===== src/rtl/fmsep_pkg.sv =====
package fmsep_pkg;

  // Window state seen by a pulse at the moment it reloads the counter.
  typedef enum logic {
    ROUTE_CLK = 1'b0,
    ROUTE_DAT = 1'b1
  } route_e;

endpackage


===== src/rtl/fmsep_edge.sv =====
module fmsep_edge #(
  parameter int SYNC_STAGES = 2
) (
  input  logic clk_i,
  input  logic rst_ni,
  input  logic pin_i,
  output logic load_o
);

  localparam int LAST = SYNC_STAGES - 1;

  logic [LAST:0] sync_q, sync_d;
  logic          prev_q, prev_d;

  generate
    if (SYNC_STAGES > 1) begin : g_chain
      always_comb sync_d = {sync_q[LAST-1:0], pin_i};
    end else begin : g_single
      always_comb sync_d = pin_i;
    end
  endgenerate

  always_comb prev_d = sync_q[LAST];

  always_ff @(posedge clk_i or negedge rst_ni) begin
    if (!rst_ni) begin
      sync_q <= '0;
      prev_q <= 1'b0;
    end else begin
      sync_q <= sync_d;
      prev_q <= prev_d;
    end
  end

  assign load_o = sync_q[LAST] & ~prev_q;

  // a load never lasts longer than one cycle
  p_single_load_r1: assert property (@(posedge clk_i) disable iff (!rst_ni)
    load_o |=> !load_o);

endmodule


===== src/rtl/fmsep_prescale.sv =====
module fmsep_prescale #(
  parameter int CLK_DIV = 50
) (
  input  logic clk_i,
  input  logic rst_ni,
  input  logic restart_i,
  output logic tick_o
);

  localparam int DIV_W = (CLK_DIV > 1) ? $clog2(CLK_DIV) : 1;
  localparam logic [DIV_W-1:0] DIV_LAST = DIV_W'(CLK_DIV - 1);

  logic [DIV_W-1:0] div_q, div_d;
  logic             div_en;

  assign tick_o = (div_q == DIV_LAST);
  assign div_en = 1'b1;

  always_comb begin
    div_d = div_q;
    if (restart_i || tick_o) div_d = '0;
    else if (div_en)         div_d = div_q + 1'b1;
  end

  always_ff @(posedge clk_i or negedge rst_ni) begin
    if (!rst_ni) div_q <= '0;
    else         div_q <= div_d;
  end

  generate
    if (CLK_DIV > 1) begin : g_chk
      // a restart delays the next tick by at least one full period
      p_restart_gap_r3: assert property (@(posedge clk_i) disable iff (!rst_ni)
        restart_i |=> !tick_o);
    end
  endgenerate

endmodule


===== src/rtl/fmsep_window.sv =====
module fmsep_window #(
  parameter int CNT_W = 4
) (
  input  logic clk_i,
  input  logic rst_ni,
  input  logic load_i,
  input  logic tick_i,
  output logic top_o
);

  localparam int TOP = CNT_W - 1;
  // Lower bits chosen so the top bit flips after exactly 3 ticks.
  localparam logic [TOP-1:0] LOAD_LOW = TOP'((1 << TOP) - 3);

  logic [TOP:0] cnt_q, cnt_d;

  always_comb begin
    cnt_d = cnt_q;
    if (load_i)      cnt_d = {cnt_q[TOP], LOAD_LOW};
    else if (tick_i) cnt_d = cnt_q + 1'b1;
  end

  always_ff @(posedge clk_i or negedge rst_ni) begin
    if (!rst_ni) cnt_q <= '0;
    else         cnt_q <= cnt_d;
  end

  assign top_o = cnt_q[TOP];

  // reload keeps the top bit and forces the fixed low pattern
  p_load_value_r2: assert property (@(posedge clk_i) disable iff (!rst_ni)
    load_i |=> (cnt_q[TOP-1:0] == LOAD_LOW) && (cnt_q[TOP] == $past(cnt_q[TOP])));

  // an unloaded tick advances the window by one
  p_tick_step_r3: assert property (@(posedge clk_i) disable iff (!rst_ni)
    (tick_i && !load_i) |=> cnt_q == $past(cnt_q) + 1'b1);

  // without tick or load the window holds
  p_hold_r3: assert property (@(posedge clk_i) disable iff (!rst_ni)
    (!tick_i && !load_i) |=> $stable(cnt_q));

endmodule


===== src/rtl/fm_pulse_separator.sv =====
module fm_pulse_separator #(
  parameter int CLK_DIV     = 50,
  parameter int CNT_W       = 4,
  parameter int SYNC_STAGES = 2
) (
  input  logic clk_i,
  input  logic rst_ni,
  input  logic rd_pulse_i,
  output logic clk_pulse_o,
  output logic dat_pulse_o
);

  import fmsep_pkg::*;

  logic [1:0] rst_sync_q;
  logic       rst_n;
  logic       load;
  logic       tick;
  logic       top;
  route_e     route;
  logic       clk_d, dat_d;
  logic       clk_q, dat_q;

  // Reset: asynchronous assert, clocked release
  always_ff @(posedge clk_i or negedge rst_ni) begin
    if (!rst_ni) rst_sync_q <= 2'b00;
    else         rst_sync_q <= {rst_sync_q[0], 1'b1};
  end
  assign rst_n = rst_sync_q[1];

  fmsep_edge #(.SYNC_STAGES(SYNC_STAGES)) u_edge (
    .clk_i  (clk_i),
    .rst_ni (rst_n),
    .pin_i  (rd_pulse_i),
    .load_o (load)
  );

  fmsep_prescale #(.CLK_DIV(CLK_DIV)) u_div (
    .clk_i     (clk_i),
    .rst_ni    (rst_n),
    .restart_i (load),
    .tick_o    (tick)
  );

  fmsep_window #(.CNT_W(CNT_W)) u_win (
    .clk_i  (clk_i),
    .rst_ni (rst_n),
    .load_i (load),
    .tick_i (tick),
    .top_o  (top)
  );

  assign route = route_e'(top);

  always_comb begin
    clk_d = load && (route == ROUTE_CLK);
    dat_d = load && (route == ROUTE_DAT);
  end

  always_ff @(posedge clk_i or negedge rst_n) begin
    if (!rst_n) begin
      clk_q <= 1'b0;
      dat_q <= 1'b0;
    end else begin
      clk_q <= clk_d;
      dat_q <= dat_d;
    end
  end

  assign clk_pulse_o = clk_q;
  assign dat_pulse_o = dat_q;

  // never both strobes at once
  p_one_output_r5: assert property (@(posedge clk_i) disable iff (!rst_n)
    $onehot0({clk_pulse_o, dat_pulse_o}));

  // every load yields exactly one strobe
  p_load_strobe_r5: assert property (@(posedge clk_i) disable iff (!rst_n)
    load |=> (clk_pulse_o || dat_pulse_o));

  // strobes are a single cycle wide
  p_clk_width_r6: assert property (@(posedge clk_i) disable iff (!rst_n)
    clk_pulse_o |=> !clk_pulse_o);
  p_dat_width_r6: assert property (@(posedge clk_i) disable iff (!rst_n)
    dat_pulse_o |=> !dat_pulse_o);

endmodule


===== config.mk =====
export PLATFORM = sky130hd
export DESIGN_NAME = fm_pulse_separator
export DESIGN_NICKNAME = d
export VERILOG_FILES = /design/src/rtl/fmsep_pkg.sv /design/src/rtl/fmsep_edge.sv /design/src/rtl/fmsep_prescale.sv /design/src/rtl/fmsep_window.sv /design/src/rtl/fm_pulse_separator.sv
export SDC_FILE = /design/constraint.sdc
export NUM_CORES = 1
export LEC_CHECK = 0
export BUFFER_PORTS_ARGS = -buffer_cell sky130_fd_sc_hd__buf_4
export CORE_MARGIN = 2
export CORE_UTILIZATION = 45
export CTS_CLUSTER_SIZE = 40
export DETAILED_ROUTE_END_ITERATION = 12
export SLEW_MARGIN = 20
export SYNTH_ARGS = -nofsm -noshare
export SYNTH_HDL_FRONTEND = slang
export SYNTH_SLANG_ARGS = --single-unit
export TNS_END_PERCENT = 1

===== constraint.sdc =====
create_clock -name clk_i -period 1.01 [get_ports clk_i]
set_clock_uncertainty 0.2 [all_clocks]
set_input_delay 0.1515 -clock clk_i [delete_from_list [all_inputs] [get_ports clk_i]]
set_output_delay 0.1515 -clock clk_i [all_outputs]
set_load 0.01 [all_outputs]

==> summary.txt, run 1 <==
Yosys
  • Asr flop ratio synth: 100.0%
  • Netlist Area Pre-Place: 683.2 µm²
  • Ys flop type: dfrtp_1
  • Mean Syn Cell Area: 12.20 µm²
  • Yosys warns: 0
  • Synth Register Bits: 17
  • Synth Net Count: 62
  • EDFF count, synth: 0
  • Post-synth cell types: 22
  • Sequential area share after synthesis: 62.27%
  • Post-Synthesis Cells: 56

Routing
  • WL met1: 508 µm
  • Pre-antenna DRT Iters: 3
  • Max Used Layer: met4
  • Met3 Wirelength: 26 µm
  • Initial DRC Count: 1
  • DR vias: 490
  • Vias/cell: 4.949
  • Drt total wl: 1173 µm
  • Met2 WL post-DR: 631 µm
  • Number of remaining DRC errors: 0
  • Final ANT Viol Nets: 0
  • WL per Instance: 11.85 µm

Critical path
  • Worst path cell trace: inv_1 -> ha_2 -> nand4b_4 -> o31a_1 -> or3_1
  • Worst Path Required: 980 ps
  • Stages on worst setup path: 5
  • Critical path class: reg -> reg
  • CP endpoint kind: flop
  • CP arrival: 1580 ps
  • Critical Path Fanout Max: 7
  • Reg2Reg Depth: 5
  • Slowest cell on the critical path: dfrtp_1
  • Slowest Stage Delay on Critical Path: 390 ps
  • CP Launch Type: flop
  • Crit-path leading delay family: simple AND/OR/NAND/NOR gates
  • WP buf/inv: 1

Flow run
  • MaxCap Viol Count: 0

STA
  • Final Hold Slack: -34.58 ps
  • Unrepaired setup endpoints after global routing: true
  • Setup violations, final: 13
  • Final worst path period need: 1609 ps
  • Pins Over Slew Limit: 0
  • Achievable Freq: 621.4 MHz
  • Fin. Hold Viols: 15
  • Fin worst setup slack: -599.4 ps
  • Part of the cycle the worst path needs: 159.3%

Clock tree
  • CTS Sinks: 17
  • H-tree levels: 1
  • Worst-path clk slew: 100 ps
  • CTS tree: built
  • TritonCTS Buffers: 3
  • Root Driver: clkbuf_4
  • Clock Path Buffers: 2
  • Worst skew pair latency: 280 ps

Global route
  • First-pass GRT wire length: 2125 µm
  • GRT Total Usage: 15.71%
  • Largest net degree at the start of global routing: 11
  • Initial antenna violation count: 0
  • Vias in the first global route: 522
  • Congestion Overflow GR: 0

Floorplanning
  • Die Wd: 42.97 µm
  • Num rows: 14
  • Initial Util: 46.43%
  • Die ar.: 0.001846 mm²
  • Boundary Pins: 5
  • Core Box Area: 0.001471 mm²
  • Die Y: 42.97 µm

Power
  • Peak VDD IR: 934.7 µV
  • Leakage: 0.4883 nW
  • Power Density: 1591 mW/mm²

Finish
  • Syn-to-layout area delta: 40.48%
  • # diodes: 0
  • Most frequent cells in the layout: 17 x dfrtp_1, 17 x buf_4, 5 x nor2_1
  • Final core occ: 65.22%
  • Layout cells sized above 1: 39.76%
  • Final Net Count: 90

Placement
  • Port bufs: 4
  • Routability cong.: 0.7775
  • Detailed Place HPWL: 815.4 µm

Run status
  • Failing checks: hold timing, setup timing
  • Status: complete, but fails checks

Hold path
  • Hold Crit Class: reg -> async
## per-stage QoR
step / setup WS (ps) / instances / total power, mW / area [µm²] / setup TNS, ps
after global routing: -725.3 / 99 / 1.621 / 959.7 / -6758
after floorplan: -565.3 / 56 / 0.9837 / 683.2 / -4336
after CTS: -588.3 / 98 / 1.536 / 938.4 / -5509
final: -599.4 / 99 / 1.527 / 959.7 / -5627
after detailed placement: -585.1 / 90 / 1.153 / 840.8 / -4432
after global placement: -573.4 / 90 / 1.144 / 840.8 / -4269
## cell type report
class / instances / area, µm²
fillers: 123 / 511.7
multi-input cells: 36 / 276.5
flip-flops and latches: 17 / 425.4
well taps: 16 / 20.02
clock inverters: 1 / 5.005
repair buffers: 24 / 202.7
inverters: 2 / 7.507
clock buffers: 3 / 22.52
## Yosys cell counts, types with 2 or more instances
master   count  area (µm²)
dfrtp_1     17       425.4
nor2_1       6       22.52
nand3_1      4       20.02
ha_1         3       37.54
o21ai_0      3       15.01
xor2_1       3       26.28
a21oi_1      2       10.01
inv_1        2       7.510
nor4_1       2       12.51
or3_1        2       12.51
## registers in the layout (all words and copies together) (netlist names)
name           count
u_edge.sync_q      2
clk_pulse_o        1
u_edge.prev_q      1
u_div.div_q        6
u_win.cnt_q        4
rst_sync_q         2
dat_pulse_o        1
## metal layers
layer  vias up  track usage (%)
li1        241                -
met1       242            20.28
met2         5            25.76
met3         2            2.553
met4         0            7.273
met5         -                0
## cell families after synthesis
group	Yosys count	synth area share [%]
fa+ha+maj	3	5.495
buf+inv	3	1.831
other cells	1	0.5489
flops	17	62.27
xor+xnor	4	5.129
simple gates	21	19.05
compound gates	7	5.677
## power breakdown
part / internal [mW] / total [mW] / switching, mW / leakage [nW]
Clock: 0.147 / 0.353 / 0.206 / 0.0177
Sequential: 0.751 / 0.816 / 0.0651 / 0.209
Combinational: 0.213 / 0.358 / 0.145 / 0.261
## path summary, 6_finish.rpt
check                      slack [ps]                        from                    endpoint
setup / recovery                 -600    u_div.div_q[1]$_DFF_PN0_  u_win.cnt_q[2]$_DFFE_PN0P_
hold / removal                    -30     rst_sync_q[1]$_DFF_PN0_    u_div.div_q[0]$_DFF_PN0_
setup reg to reg                 -600    u_div.div_q[1]$_DFF_PN0_  u_win.cnt_q[2]$_DFFE_PN0P_
hold reg to reg                   -30     rst_sync_q[1]$_DFF_PN0_    u_div.div_q[0]$_DFF_PN0_
max in group asynchronous          30                      rst_ni     rst_sync_q[1]$_DFF_PN0_
min in group clk_i                160  u_edge.sync_q[0]$_DFF_PN0_  u_edge.sync_q[1]$_DFF_PN0_
## repair_timing
item	in CTS	in global routing
resized for setup	8	4
buffers inserted	1	1
setup endpoints to repair	14	14
endpoints found under the hold margin	18	0
hold buffers	3	0
## worst register-to-register path, stage by stage (launching register included)
cell	delay, ps
dfrtp_1	390
inv_1	60
ha_2	180
nand4b_4	130
o31a_1	250
or3_1	290
Note: power is estimated with default switching activity, not from simulation.
==> run 2: changes to the inputs <==
- clock period: 1.01 -> 2.1 ns (I/O delays scaled with it)
==> run 2 against run 1 <==
Effect of this change: the flow now finishes without violations; sequential share of layout area up 11 points; sequential power down 50%; die area unchanged; final area down 19%; critical path type unchanged; largest power group unchanged.
==> summary.txt, run 2 (synthesized netlist as in run 1, its figures left out) <==
Critical path
  • Crit-path leading delay family: simple AND/OR/NAND/NOR gates
  • Worst R2R End: u_win.cnt_q[2]$_DFFE_PN0P_
  • Slowest cell on the critical path: dfrtp_1
  • CP arrival: 1630 ps (+50 ps)
  • Reg-to-reg setup timing slack: 450 ps (+1050 ps)
  • Critical path class: reg -> reg
  • Worst path cell trace: inv_1 -> ha_1 -> nand4b_4 -> o31a_1 -> or3_1
  • Reg2Reg Depth: 5 (unchanged)
  • Slowest Stage Delay on Critical Path: 410 ps (+20 ps)
  • Critical Path Fanout Max: 8 (+1)
  • RR Startpoint: u_div.div_q[1]$_DFF_PN0_
  • CP Launch Type: flop
  • WP buf/inv: 1 (unchanged)
  • Worst Path Required: 2080 ps (+1100 ps)
  • CP endpoint kind: flop

Global route
  • GRT Total Usage: 13.86% (-1.9 points)
  • Largest net degree at the start of global routing: 16 (+5)
  • Initial antenna violation count: 0 (unchanged)
  • Vias in the first global route: 446 (-15%)
  • First-pass GRT wire length: 1849 µm (-13%)
  • Congestion Overflow GR: 0 (unchanged)

Clock tree
  • H-tree levels: 1 (unchanged)
  • TritonCTS Buffers: 3 (unchanged)
  • Root Driver: clkbuf_4
  • Worst-path clk slew: 100 ps (about the same)
  • CTS tree: built
  • Worst skew pair latency: 290 ps (about the same)
  • Clock Path Buffers: 2 (unchanged)
  • CTS Sinks: 17 (unchanged)

Routing
  • Vias/cell: 5.185 (+4.8%)
  • Pre-antenna DRT Iters: 2 (-1)
  • Number of remaining DRC errors: 0 (unchanged)
  • Final ANT Viol Nets: 0 (unchanged)
  • WL per Instance: 12.15 µm (+2.5%)
  • DR vias: 420 (-14%)
  • Initial DRC Count: 5 (+4)
  • Drt total wl: 984 µm (-16%)

STA
  • Fin. Hold Viols: 0 (-15)
  • Part of the cycle the worst path needs: 78.77% (-81 points)
  • Relative slew slack: 61.22%
  • Final worst path period need: 1654 ps (+44.71 ps)
  • Fin Setup TNS: 0 ps (+5627 ps)
  • Fin worst setup slack: 445.9 ps (+1045 ps)
  • Achievable Freq: 604.6 MHz (-2.7%)
  • Setup violations, final: 0 (-13)
  • Final Hold Slack: 44.92 ps (+79.50 ps)
  • Unrepaired setup endpoints after global routing: false
  • Slew at the pin closest to its max-slew limit: 581.7 ps
  • Pins Over Slew Limit: 0 (unchanged)

Hold path
  • Hold Crit Class: reg -> async

Power
  • Sw Pwr: 187.8 µW (-55%)
  • Power Density: 855.0 mW/mm² (-46%)
  • Peak VDD IR: 545.2 µV (-42%)
  • Leakage: 0.3856 nW (-21%)
  • Comb pwr share: 11.6% (-12 points)
  • Pwr Total: 663.2 µW (-57%)
  • Cell Int Power: 475.4 µW (-57%)
  • Sw Share: 28.32% (+1.1 points)
  • Seq pwr share: 61.8% (+8.4 points)
  • Clock Power Share: 26.6% (+3.5 points)

Placement
  • DP Worst Slack: 453.2 ps (+1038 ps)
  • Routability cong.: 0.6424 (-17%)
  • Port bufs: 4 (unchanged)

Floorplanning
  • Die Y: 42.97 µm (unchanged)
  • Die Wd: 42.97 µm (unchanged)
  • Die ar.: 0.001846 mm² (unchanged)
  • Boundary Pins: 5 (unchanged)
  • Num rows: 14 (unchanged)
  • Initial Util: 46.43% (unchanged)
  • Core Box Area: 0.001471 mm² (unchanged)

Finish
  • Syn-to-layout area delta: 13.55%
  • Register Area: 425.4 µm² (unchanged)
  • # diodes: 0 (unchanged)
  • Max reg flops: 6 (unchanged)
  • Most frequent cells in the layout: 17 x dfrtp_1, 6 x nor2_1, 4 x nand3_1, 4 x buf_4
  • Most common cell after layout, fill and taps aside: dfrtp_1
  • Top flop regs: u_div.div_q (6), u_win.cnt_q (4)
  • Final Net Count: 72 (-20%)
  • Multi-input logic area: 245.2 µm² (-11%)
  • Layout cells sized above 1: 15.38% (-24 points)
  • Largest reg by FF count: u_div.div_q
  • Final core occ: 52.72% (-13 points)
  • # fillers: 134 (+8.9%)

Run status
  • Status: complete, no violations

Flow run
  • MaxCap Viol Count: 0 (unchanged)
## run 2: layout make-up
cell class | count | share of cell area (%)
sequential | 17 | 54.84
inverter | 2 | 0.9677
multi-input combinational | 36 | 31.61
clock buffer | 3 | 2.903
timing repair buffer | 6 | 6.452
tap | 16 | 2.581
clock inverter | 1 | 0.6452
## run 2: how the worst max path moves through the flow
stage | start | to | slack, ps | cells after the start
after floorplan | u_div.div_q[1]$_DFF_PN0_ | u_win.cnt_q[2]$_DFFE_PN0P_ | 520 | 5
after global placement | u_div.div_q[1]$_DFF_PN0_ | u_win.cnt_q[2]$_DFFE_PN0P_ | 490 | 5
after detailed placement | u_div.div_q[1]$_DFF_PN0_ | u_win.cnt_q[2]$_DFFE_PN0P_ | 450 | 5
after CTS | u_div.div_q[1]$_DFF_PN0_ | u_win.cnt_q[2]$_DFFE_PN0P_ | 430 | 5
after global routing | u_div.div_q[1]$_DFF_PN0_ | u_win.cnt_q[3]$_DFFE_PN0P_ | 360 | 5
final | u_div.div_q[1]$_DFF_PN0_ | u_win.cnt_q[2]$_DFFE_PN0P_ | 450 | 5
## run 2: layer usage
layer,vias up,track usage [%],part of all wire [%]
li1,211,-,-
met1,201,16.48,48
met2,6,20.91,48
met3,2,4.255,2.7
met4,0,10.30,0.91
met5,-,0,0
## run 2: power groups by stage
| stage | logic (mW) | registers [mW] | clock network, mW |
|---|---|---|---|
| 3_3_place_gp | 0.0733 | 0.415 | 0 |
| 6_report | 0.0769 | 0.410 | 0.177 |
| 5_1_grt | 0.0886 | 0.418 | 0.195 |
| 2_1_floorplan | 0.0793 | 0.394 | 0 |
| 4_1_cts | 0.0780 | 0.411 | 0.180 |
| 3_5_place_dp | 0.0741 | 0.417 | 0 |
## run 2: what timing repair did
item / in CTS / in global routing
setup buffers: 0 / 0
gates resized for setup: 0 / 0
hold buffers: 2 / 0
endpoints found under the hold margin: 3 / 0
## run 2: worst register-to-register path, cell delays in order, from the launching register on
cell and delay (ps):
dfrtp_1 410, inv_1 60, ha_1 180, nand4b_4 150, o31a_1 250, or3_1 300
## run 2: per-stage QoR
step | cell area (µm²) | std cells
2_1_floorplan | 683.2 | 56
3_3_place_gp | 728.2 | 75
3_5_place_dp | 728.2 | 75
4_1_cts | 775.7 | 81
5_1_grt | 775.7 | 81
6_report | 775.7 | 81
==> run 3: changes to the inputs <==
- clock period: 2.1 -> 1.41 ns (I/O delays scaled with it)
==> run 3 against run 2 <==
Effect of this change: the flow now finishes with violations (setup timing); via count up 13%; first-iteration DRC count down 60%; highest routed layer unchanged; flip-flop and latch count unchanged; combinational power rose to 3.1 times the previous value; core utilization up 8.8 points; sequential share of layout area down 7.8 points; worst setup slack worse by 650 ps; critical path depth unchanged; critical path type unchanged; non-clock buffer count up 15; global-route usage up 0.36 points; register-to-register slack worse by 650 ps; hold slack worse by 7.9 ps.
==> summary.txt, run 3 (synthesized netlist as in run 1, its figures left out) <==
Placement
  • Area post-placement: 818.3 µm² (+12%)
  • Port bufs: 4 (unchanged)
  • Routability cong.: 0.7120 (+11%)
  • Dpl cells: 87 (+16%)
  • Detailed Place HPWL: 786.1 µm
  • DP Worst Slack: -194.4 ps (-647.6 ps)

STA
  • Fin worst setup slack: -208.9 ps (-654.8 ps)
  • Part of the cycle the worst path needs: 114.8% (+36 points)
  • Setup violations, final: 10 (+10)
  • Pins Over Slew Limit: 0 (unchanged)
  • Fin. Hold Viols: 0 (unchanged)
  • Achievable Freq: 617.7 MHz (+2.2%)
  • Final worst path period need: 1619 ps (-35.25 ps)
  • Final Hold Slack: 37.01 ps (-7.916 ps)
  • Unrepaired setup endpoints after global routing: true
  • Fin Setup TNS: -1708 ps (-1708 ps)

Routing
  • Pre-antenna DRT Iters: 4 (+2)
  • DR vias: 474 (+13%)
  • Initial DRC Count: 2 (-3)
  • Vias/cell: 4.938 (-4.8%)
  • WL per Instance: 12.36 µm (+1.8%)
  • Number of remaining DRC errors: 0 (unchanged)
  • Final ANT Viol Nets: 0 (unchanged)
  • Drt total wl: 1187 µm (+21%)

Floorplanning
  • Num rows: 14 (unchanged)
  • Boundary Pins: 5 (unchanged)
  • Die Y: 42.97 µm (unchanged)
  • Die ar.: 0.001846 mm² (unchanged)
  • Die Wd: 42.97 µm (unchanged)
  • Initial Util: 46.43% (unchanged)
  • Core Box Area: 0.001471 mm² (unchanged)

Clock tree
  • Worst-path clk slew: 90 ps (about the same)
  • CTS Sinks: 17 (unchanged)
  • CTS tree: built
  • Worst skew pair latency: 290 ps (about the same)
  • Clock Path Buffers: 2 (unchanged)
  • TritonCTS Buffers: 3 (unchanged)
  • Root Driver: clkbuf_4
  • H-tree levels: 1 (unchanged)

Finish
  • Most frequent cells in the layout: 17 x dfrtp_1, 17 x buf_4, 6 x nor2_1
  • Layout cells sized above 1: 32.50% (+17 points)
  • Top flop regs: u_div.div_q (6), u_win.cnt_q (4)
  • Design area: 904.6 µm² (+17%)
  • # diodes: 0 (unchanged)
  • Non-Filler Instances: 96 (+19%)
  • Syn-to-layout area delta: 32.42%
  • Largest reg by FF count: u_div.div_q
  • Final core occ: 61.48% (+8.8 points)
  • Max reg flops: 6 (unchanged)
  • Final Net Count: 87 (+21%)

Critical path
  • Critical Path Fanout Max: 7 (-1)
  • CP Launch Type: flop
  • RR Startpoint: u_div.div_q[1]$_DFF_PN0_
  • CP endpoint kind: flop
  • Slowest Stage Delay on Critical Path: 380 ps (-30 ps)
  • Worst Path Required: 1390 ps (-690 ps)
  • Critical path class: reg -> reg
  • Worst path cell trace: inv_1 -> ha_2 -> nand4b_4 -> o31a_1 -> or3_1
  • CP arrival: 1590 ps (-40 ps)
  • Slowest cell on the critical path: dfrtp_1
  • Worst setup startpoint: u_div.div_q[1]$_DFF_PN0_

Global route
  • Initial antenna violation count: 0 (unchanged)
  • Congestion Overflow GR: 0 (unchanged)
  • First-pass GRT wire length: 1869 µm (+1.1%)
  • Largest net degree at the start of global routing: 11 (-5)
  • Vias in the first global route: 471 (+5.6%)
  • GRT Total Usage: 14.22% (+0.36 points)

Power
  • Pwr Total: 1.073 mW (+62%)
  • Leakage: 0.4558 nW (+18%)
  • Power Density: 1186 mW/mm² (+39%)
  • Peak VDD IR: 923.2 µV (+69%)

Flow run
  • MaxCap Viol Count: 0 (unchanged)

Run status
  • Failing checks: setup timing
  • Status: complete, but fails checks

Hold path
  • Hold Crit Class: in -> async
run 3: worst paths after layout:
kind | end | slack [ps] | depth (start not counted)
min in group clk_i | u_edge.sync_q[1]$_DFF_PN0_ | 160 | 0
worst min-delay path | rst_sync_q[1]$_DFF_PN0_ | 40 | 2
worst min register to register | u_edge.sync_q[1]$_DFF_PN0_ | 160 | 0
worst max-delay path | u_win.cnt_q[2]$_DFFE_PN0P_ | -210 | 5
worst max register to register | u_win.cnt_q[2]$_DFFE_PN0P_ | -210 | 5
max in group asynchronous | u_div.div_q[2]$_DFF_PN0_ | 320 | 1
run 3: repair_timing:
action | CTS | global route
buffers inserted | 0 | 1
gates resized for setup | 2 | 1
endpoints found under the hold margin | 9 | 0
hold buffers | 4 | 0
setup endpoints to repair | 10 | 10
run 3: area by class of cell:
cell class                 count  area [µm²]
clock buffer                   3       22.52
multi-input combinational     36       256.5
tap                           16       20.02
fill                         128       566.8
sequential                    17       425.4
timing repair buffer          21       167.7
inverter                       2       7.507
clock inverter                 1       5.005
run 3: report_power, final:
group	internal [mW]	leakage [nW]	switching, mW
Combinational	0.141	0.229	0.0987
Sequential	0.538	0.209	0.0426
Clock	0.105	0.0177	0.148
Total	0.784	0.456	0.289
run 3: routing by layer:
| layer | vias to the layer above | global-route usage (%) | share of wire (%) | wire length [µm] |
|---|---|---|---|---|
| met4 | 0 | 3.636 | 0.51 | 6 |
| met3 | 2 | 6.383 | 3.1 | 37 |
| met2 | 7 | 24.24 | 50 | 599 |
| li1 | 239 | - | - | - |
| met5 | - | 0 | 0 | 0 |
| met1 | 226 | 16.20 | 46 | 544 |
run 3: critical path, delay by kind of cell (launching register included):
kind,cells,cell delay [ps]
AOI/OAI and AO/OA,1,250
adders and majority gates,1,180
buffers and inverters,1,60
DFF,1,380
and+or+nand+nor,2,430
